$ cat config.mk
export PLATFORM = sky130hd
export DESIGN_NAME = link_rx_seqchk
export DESIGN_NICKNAME = d
export VERILOG_FILES = /design/src/rtl/lrs_pkg.sv /design/src/rtl/lrs_crc.sv /design/src/rtl/lrs_ctrl.sv /design/src/rtl/lrs_buf.sv /design/src/rtl/link_rx_seqchk.sv
export SDC_FILE = /design/constraint.sdc
export NUM_CORES = 2
export LEC_CHECK = 0
export ABC_AREA = 1
export BUFFER_PORTS_ARGS = -buffer_cell sky130_fd_sc_hd__buf_4
export CAP_MARGIN = 20
export CORE_ASPECT_RATIO = 1.5
export CORE_MARGIN = 4
export CORE_UTILIZATION = 34
export CTS_BUF_LIST = sky130_fd_sc_hd__clkbuf_16
export DETAILED_ROUTE_END_ITERATION = 10
export GPL_TIMING_DRIVEN = 1
export PLACE_DENSITY = 0.52
export SLEW_MARGIN = 20
export SYNTH_ARGS = -nofsm -noshare
export SYNTH_HDL_FRONTEND = slang
export SYNTH_SLANG_ARGS = --single-unit
export TNS_END_PERCENT = 30
$ cat constraint.sdc
create_clock -name clk -period 8.2 [get_ports clk]
set_input_delay 0.41 -clock clk [delete_from_list [all_inputs] [get_ports clk]]
set_output_delay 0.41 -clock clk [all_outputs]
set_load 0.005 [all_outputs]
$ cat src/rtl/lrs_pkg.sv
package lrs_pkg;

    typedef enum logic [1:0] {
        VERD_NONE,
        VERD_TAKE,
        VERD_DUP,
        VERD_BAD
    } verdict_e;

    localparam int HDR_BYTES = 2;
    localparam int CRC_BYTES = 4;
    localparam int MIN_BYTES = HDR_BYTES + CRC_BYTES;

    // one byte through a non-reflected CRC-32 shift register, MSB first
    function automatic logic [31:0] crc_byte(input logic [31:0] cur,
                                             input logic [7:0]  data,
                                             input logic [31:0] poly);
        logic [31:0] r;
        logic        fb;
        r = cur;
        for (int i = 7; i >= 0; i--) begin
            fb = r[31] ^ data[i];
            r  = {r[30:0], 1'b0};
            if (fb) r = r ^ poly;
        end
        return r;
    endfunction

endpackage

$ cat src/rtl/lrs_crc.sv
module lrs_crc #(
    parameter logic [31:0] POLY = 32'h04C1_1DB7,
    parameter logic [31:0] INIT = 32'hFFFF_FFFF
) (
    input  logic        clk,
    input  logic        rst_n,
    input  logic        byte_en,
    input  logic        byte_first,
    input  logic [7:0]  byte_in,
    output logic [31:0] crc_after
);
    import lrs_pkg::*;

    logic [31:0] crc_d, crc_q;

    // running register including the present byte; the residue over
    // header, payload and CRC bytes is zero for an intact packet
    always_comb begin
        crc_after = crc_byte(byte_first ? INIT : crc_q, byte_in, POLY);
        crc_d     = byte_en ? crc_after : crc_q;
    end

    always_ff @(posedge clk) begin
        if (!rst_n) crc_q <= INIT;
        else        crc_q <= crc_d;
    end

endmodule

$ cat src/rtl/lrs_ctrl.sv
module lrs_ctrl #(
    parameter int SEQ_W = 12,
    parameter int LEN_W = 9
) (
    input  logic                  clk,
    input  logic                  rst_n,
    input  logic                  in_valid,
    input  logic                  in_sop,
    input  logic                  in_eop,
    input  logic [7:0]            in_data,
    input  logic [31:0]           crc_after,
    input  logic                  ovr,
    output logic                  beat,
    output lrs_pkg::verdict_e     verdict,
    output logic [LEN_W-1:0]      pkt_len,
    output logic                  ack_valid,
    output logic                  ack_nak,
    output logic [SEQ_W-1:0]      ack_seq,
    output logic [SEQ_W-1:0]      exp_seq
);
    import lrs_pkg::*;

    localparam logic [LEN_W-1:0] LEN_MAX = '1;
    localparam logic [LEN_W-1:0] LEN_MIN = LEN_W'(MIN_BYTES);
    localparam logic [LEN_W-1:0] HDR_LEN = LEN_W'(HDR_BYTES);

    typedef struct packed {
        logic             in_pkt;
        logic [LEN_W-1:0] cnt;
        logic [15:0]      hdr;
        logic [SEQ_W-1:0] exp;
        logic             nak_out;
        logic             rv;
        logic             rn;
        logic [SEQ_W-1:0] rs;
    } ctrl_t;

    ctrl_t q, d;

    logic [LEN_W-1:0] cur_cnt;
    logic [15:0]      hdr_base, hdr_n;
    logic [SEQ_W-1:0] seq;
    logic             crc_good;

    // a byte belongs to a packet when it opens one or one is open
    assign beat = in_valid && (in_sop || q.in_pkt);

    always_comb begin
        d        = q;
        d.rv     = 1'b0;
        verdict  = VERD_NONE;
        cur_cnt  = in_sop ? '0 : q.cnt;
        pkt_len  = (cur_cnt == LEN_MAX) ? cur_cnt : cur_cnt + 1'b1;
        hdr_base = in_sop ? 16'h0 : q.hdr;
        hdr_n    = (cur_cnt < HDR_LEN) ? {hdr_base[7:0], in_data} : hdr_base;
        seq      = hdr_n[SEQ_W-1:0];
        crc_good = (crc_after == 32'h0) && (pkt_len >= LEN_MIN) && !ovr;

        if (beat) begin
            d.in_pkt = !in_eop;
            d.cnt    = pkt_len;
            d.hdr    = hdr_n;
            if (in_eop) begin
                if (crc_good && seq == q.exp) begin
                    verdict   = VERD_TAKE;
                    d.exp     = q.exp + 1'b1;
                    d.nak_out = 1'b0;
                    d.rv      = 1'b1;
                    d.rn      = 1'b0;
                    d.rs      = seq;
                end else if (crc_good && seq == SEQ_W'(q.exp - 1'b1)) begin
                    verdict = VERD_DUP;
                    d.rv    = 1'b1;
                    d.rn    = 1'b0;
                    d.rs    = seq;
                end else begin
                    verdict = VERD_BAD;
                    if (!q.nak_out) begin
                        d.nak_out = 1'b1;
                        d.rv      = 1'b1;
                        d.rn      = 1'b1;
                        d.rs      = q.exp;
                    end
                end
            end
        end
    end

    always_ff @(posedge clk) begin
        if (!rst_n) q <= '0;
        else        q <= d;
    end

    assign ack_valid = q.rv;
    assign ack_nak   = q.rn;
    assign ack_seq   = q.rs;
    assign exp_seq   = q.exp;

endmodule

$ cat src/rtl/lrs_buf.sv
module lrs_buf #(
    parameter int AW    = 7,
    parameter int LEN_W = 9
) (
    input  logic                  clk,
    input  logic                  rst_n,
    input  logic                  wr_en,
    input  logic                  wr_first,
    input  logic [7:0]            wr_data,
    input  lrs_pkg::verdict_e     verdict,
    input  logic [LEN_W-1:0]      pkt_len,
    output logic                  ovr,
    output logic                  out_valid,
    output logic                  out_sop,
    output logic                  out_eop,
    output logic [7:0]            out_data
);
    import lrs_pkg::*;

    localparam int DEPTH = 1 << AW;
    typedef logic [AW:0] ptr_t;
    localparam ptr_t CAP = ptr_t'(DEPTH);

    typedef struct packed {
        ptr_t       wr;
        ptr_t       start;
        ptr_t       commit;
        ptr_t       rd;
        logic       ovr;
        logic       first;
        logic       ov;
        logic       osop;
        logic       oeop;
        logic [7:0] odata;
    } buf_t;

    buf_t q, d;

    logic [7:0]       mem [DEPTH];
    logic [DEPTH-1:0] lastm;

    ptr_t base, new_commit;
    logic full, do_write, set_last;

    assign base     = wr_first ? q.start : q.wr;
    assign full     = ptr_t'(base - q.rd) == CAP;
    assign do_write = wr_en && !full;
    assign ovr      = wr_en && (full || (!wr_first && q.ovr));

    always_comb begin
        d          = q;
        d.ov       = 1'b0;
        d.osop     = 1'b0;
        d.oeop     = 1'b0;
        set_last   = 1'b0;
        new_commit = q.start + ptr_t'(pkt_len - LEN_W'(CRC_BYTES));

        if (wr_en) d.ovr = ovr;
        if (do_write) d.wr = base + 1'b1;

        unique case (verdict)
            VERD_TAKE: begin
                d.commit = new_commit;
                d.start  = new_commit;
                d.wr     = new_commit;
                set_last = 1'b1;
            end
            VERD_DUP, VERD_BAD: d.wr = q.start;
            default: ;
        endcase

        // release one committed byte per cycle
        if (q.rd != q.commit) begin
            d.ov    = 1'b1;
            d.odata = mem[q.rd[AW-1:0]];
            d.oeop  = lastm[q.rd[AW-1:0]];
            d.osop  = q.first;
            d.first = lastm[q.rd[AW-1:0]];
            d.rd    = q.rd + 1'b1;
        end
    end

    always_ff @(posedge clk) begin
        if (do_write) mem[base[AW-1:0]] <= wr_data;
    end

    always_ff @(posedge clk) begin
        if (!rst_n) begin
            lastm <= '0;
        end else begin
            if (do_write) lastm[base[AW-1:0]] <= 1'b0;
            if (set_last) lastm[new_commit[AW-1:0] - 1'b1] <= 1'b1;
        end
    end

    always_ff @(posedge clk) begin
        if (!rst_n) begin
            q       <= '0;
            q.first <= 1'b1;
        end else begin
            q <= d;
        end
    end

    assign out_valid = q.ov;
    assign out_sop   = q.osop;
    assign out_eop   = q.oeop;
    assign out_data  = q.odata;

endmodule

$ cat src/rtl/link_rx_seqchk.sv
module link_rx_seqchk #(
    parameter int          SEQ_W    = 12,
    parameter int          BUF_AW   = 7,
    parameter logic [31:0] CRC_POLY = 32'h04C1_1DB7,
    parameter logic [31:0] CRC_INIT = 32'hFFFF_FFFF
) (
    input  logic             clk,
    input  logic             rst_n,
    input  logic             rx_valid,
    input  logic             rx_sop,
    input  logic             rx_eop,
    input  logic [7:0]       rx_byte,
    output logic             fwd_valid,
    output logic             fwd_sop,
    output logic             fwd_eop,
    output logic [7:0]       fwd_byte,
    output logic             rsp_valid,
    output logic             rsp_nak,
    output logic [SEQ_W-1:0] rsp_seq,
    output logic [SEQ_W-1:0] next_seq
);
    import lrs_pkg::*;

    localparam int LEN_W = BUF_AW + 2;

    logic             beat;
    logic             ovr;
    logic [31:0]      crc_after;
    verdict_e         verdict;
    logic [LEN_W-1:0] pkt_len;

    lrs_crc #(
        .POLY (CRC_POLY),
        .INIT (CRC_INIT)
    ) crc_i (
        .clk        (clk),
        .rst_n      (rst_n),
        .byte_en    (beat),
        .byte_first (rx_sop),
        .byte_in    (rx_byte),
        .crc_after  (crc_after)
    );

    lrs_ctrl #(
        .SEQ_W (SEQ_W),
        .LEN_W (LEN_W)
    ) ctrl_i (
        .clk       (clk),
        .rst_n     (rst_n),
        .in_valid  (rx_valid),
        .in_sop    (rx_sop),
        .in_eop    (rx_eop),
        .in_data   (rx_byte),
        .crc_after (crc_after),
        .ovr       (ovr),
        .beat      (beat),
        .verdict   (verdict),
        .pkt_len   (pkt_len),
        .ack_valid (rsp_valid),
        .ack_nak   (rsp_nak),
        .ack_seq   (rsp_seq),
        .exp_seq   (next_seq)
    );

    lrs_buf #(
        .AW    (BUF_AW),
        .LEN_W (LEN_W)
    ) buf_i (
        .clk       (clk),
        .rst_n     (rst_n),
        .wr_en     (beat),
        .wr_first  (rx_sop),
        .wr_data   (rx_byte),
        .verdict   (verdict),
        .pkt_len   (pkt_len),
        .ovr       (ovr),
        .out_valid (fwd_valid),
        .out_sop   (fwd_sop),
        .out_eop   (fwd_eop),
        .out_data  (fwd_byte)
    );

endmodule

==> run metrics <==
outcome complete, no violations; final hold violation count 0; min cycle time layout 5.45 ns; data arrival time of the critical path 5.79 ns; EDFF count, synth 1024; DR vias 41400; CTS tree yes; Synth Area in Compound Gates 15.2%; hold buffers post-CTS 0; max capacitance violation total 0; Site Rows 181; R2R depth 15; GR Layer Usage met1 25.0%; H-tree Lvls 3; Hold/Removal Path Class in -> reg; placed cell areas 57700 um2; Total Die Area 171000 um2; Buffers on Ports 49; layout filler cell count 16100; Yosys top cell area share 55.1%; CP max stage delay 0.71 ns; die width 339 um; reg2reg start buf_i.q[15]; final wirelength 180000 um; Synth Net Count 5563; root buffer cell clkbuf_16; top cell type by total area after synthesis edfxtp_1; DPL Wire Length 110000 um; setup TNS 0 ns; R2R Path End buf_i.mem[37][4]; gp weighted congestion 0.892; Total Nets Final 5390; Initial Util 34.3%; gr ovfl total 0; grt met2 use 37.1%; Vias/cell 5.48; Clock transition at path regs 0.07 ns; wire per inst 23.9 um; buffers and inverters on the worst path 5; Synth warnings 0; Synth Register Bits 1277; CP max-delay cell nor2_1; CTS buffer count 114; met3 Use GR 2.12%; final period utilization 66.4%; Syn Area/Cell 10.1 um2; largest family of logic cells by synthesized area compound AO/OA/AOI/OAI gates; post-synthesis adder-cell area fraction 0.663%; setup bufs post-CTS 0; Finished Layout Cells 7554; pwr dens 260 nW/um2; Final Max Slew Viols 0; antenna violations before repair 7; Final setup viols 0; layout cells sized above 1 6.75%; global-route wire length before repair 267000 um; crit start category flop; kind of critical path reg -> reg; pin count of the biggest net entering global routing 199; crit-path leading delay family simple AND/OR/NAND/NOR gates; area of the mapped netlist 55800 um2; post-synthesis sequential area ratio 64.1%; ys async rst share 0%; crit path from buf_i.q[15]; design area 61400 um2; Setup Skew 0.0336 ns; GRT Overall Usage 20.4%; Clock Sinks 1277; Slew @ Worst Pin 1.14 ns; DRC Markers 0; Multi-input gate area 17400 um2; setup ws final 2.75 ns; Gate Count Post-Synth 5521; Top FF cell, synth edfxtp_1; WP data required 8.54 ns; critical-path cell list buf_4, clkinv_1, ha_1, a21oi_1, inv_1, nand2_1, nand3b_1, xor2_1, nor2_1, nand3_1, nand2_1, clkinv_1, nand4_1, buf_4, nor2_1; core area 163000 um2; Final Util 37.8%; Ports 50; Post-Synth XOR/XNOR Area 0.643%; Worst slew margin 23.5%; post-place setup slack 2.74 ns; multiplexer area fraction after synthesis 0%; Critical Path End buf_i.mem[37][4]; First-pass DRT Iterations 7; area delta synth->final 9.94%; post-synth cell types 50; Crit. path cell count 15; Initial DRC Count 3979; unrepaired setup endpoints after global routing false; Reg2Reg Setup Slack 2.75 ns; worst vdd ir 0.161 mV; critical-path maximum fanout 26; dpl cells 7336; gr busiest metal met2; LEAKAGE 0.0210 uW; ranking of synthesized cells by area edfxtp_1 (55%), dfxtp_1 (9.1%), o21ai_0 (8.3%); post-route ant nets 0; register area 35800 um2; crit end category flop; die span in y 504 um; post-CTS sizing 0; Clk Latency, worst-skew pair 0.75 ns; Max Clk Rate 184 MHz; simple-gate share of the synthesized area 14.6%; Bufs on Longest Clock Path 3; via count of the first global-routing pass 40300
## cell usage after synthesis (all sizes together) (2+ instances only)
master  number
a211oi       2
a21boi       4
a21o         3
a21oi      222
a221oi       2
buf         77
clkbuf     331
clkinv       8
dfxtp      253
edfxtp    1024
ha          28
inv        204
nand2      549
nand3      263
nand3b      19
nand4       38
nor2      1082
nor3        16
nor4         4
o211ai      16
o21ai      943
o21bai       7
o221ai       9
o22ai      340
o32ai       20
or2         11
xnor2       11
xor2        30
## flip-flops by register name, summed over array words and instances (netlist names), 8 cells and up, named ones only
signal / flops
ctrl_i.ack_seq: 12
buf_i.mem: 1024
ctrl_i.q: 23
crc_i.crc_q: 32
ctrl_i.exp_seq: 12
buf_i.lastm: 128
buf_i.out_data: 8
buf_i.q: 26
## report_power, final
| group | leakage, uW | internal, uW | total (uW) | switching [uW] |
|---|---|---|---|---|
| combinational | 0.00779 | 879 | 3380 | 2500 |
| sequential | 0.0113 | 7050 | 7140 | 86.9 |
| clock | 0.00191 | 2940 | 5430 | 2490 |
| total | 0.0210 | 10900 | 15900 | 5080 |
## how the worst min path moves through the flow
stage	start	end	slack, ns	depth (start not counted)
6_report	rx_byte[7]	buf_i.mem[64][7]	0.11	1
5_1_grt	rx_byte[6]	buf_i.mem[113][6]	0.1	1
3_5_place_dp	buf_i.q[11]	buf_i.out_sop	0.44	2
3_3_place_gp	buf_i.q[11]	buf_i.out_sop	0.44	2
2_1_floorplan	buf_i.q[11]	buf_i.out_sop	0.41	2
4_1_cts	rx_byte[1]	buf_i.mem[116][1]	0.08	1
## placed cells by master (no fill, tap or decap), drive strengths merged, types with 16 or more instances in the layout
| cell type | n |
|---|---|
| clkinv | 63 |
| nand2 | 549 |
| nand4 | 38 |
| inv | 233 |
| ha | 28 |
| edfxtp | 1024 |
| o22ai | 340 |
| o21ai | 943 |
| a21oi | 222 |
| nor2 | 1082 |
| nand3b | 19 |
| buf | 119 |
| nor3 | 16 |
| xor2 | 30 |
| o211ai | 16 |
| clkbuf | 115 |
| o32ai | 20 |
| dfxtp | 253 |
| nand3 | 263 |
## through the flow
| step | hold WS (ns) | total power (uW) |
|---|---|---|
| 2_1_floorplan | 0.415 | 9390 |
| 3_3_place_gp | 0.437 | 10600 |
| 3_5_place_dp | 0.441 | 10600 |
| 4_1_cts | 0.0767 | 16000 |
| 5_1_grt | 0.0979 | 16600 |
| 6_report | 0.114 | 15900 |
## layout make-up
cell class | count | area share [%]
sequential | 1277 | 58.4
inverter | 212 | 1.33
clock buffer | 115 | 4.69
multi-input combinational | 3624 | 28.4
antenna | 1 | 0.00408
timing repair buffer | 119 | 1.54
clock inverter | 102 | 1.39
tap | 2104 | 4.29
## cells by family (layout without fill, tap and decap cells)
kind of cell    after synthesis  after routing
simple gates               1984           1984
compound gates             1570           1570
flops                      1277           1277
buf+inv                     620            548
xor+xnor                     41             41
fa+ha+maj                    29             29
other cells                   0              1
## per-layer routing
layer / up-vias / part of all wire [%]
li1: 19200 / -
met1: 20600 / 40
met2: 1285 / 52
met3: 285 / 4.9
met4: 0 / 3.5
met5: - / 0
No activity file was read; power rests on OpenSTA's default activity.
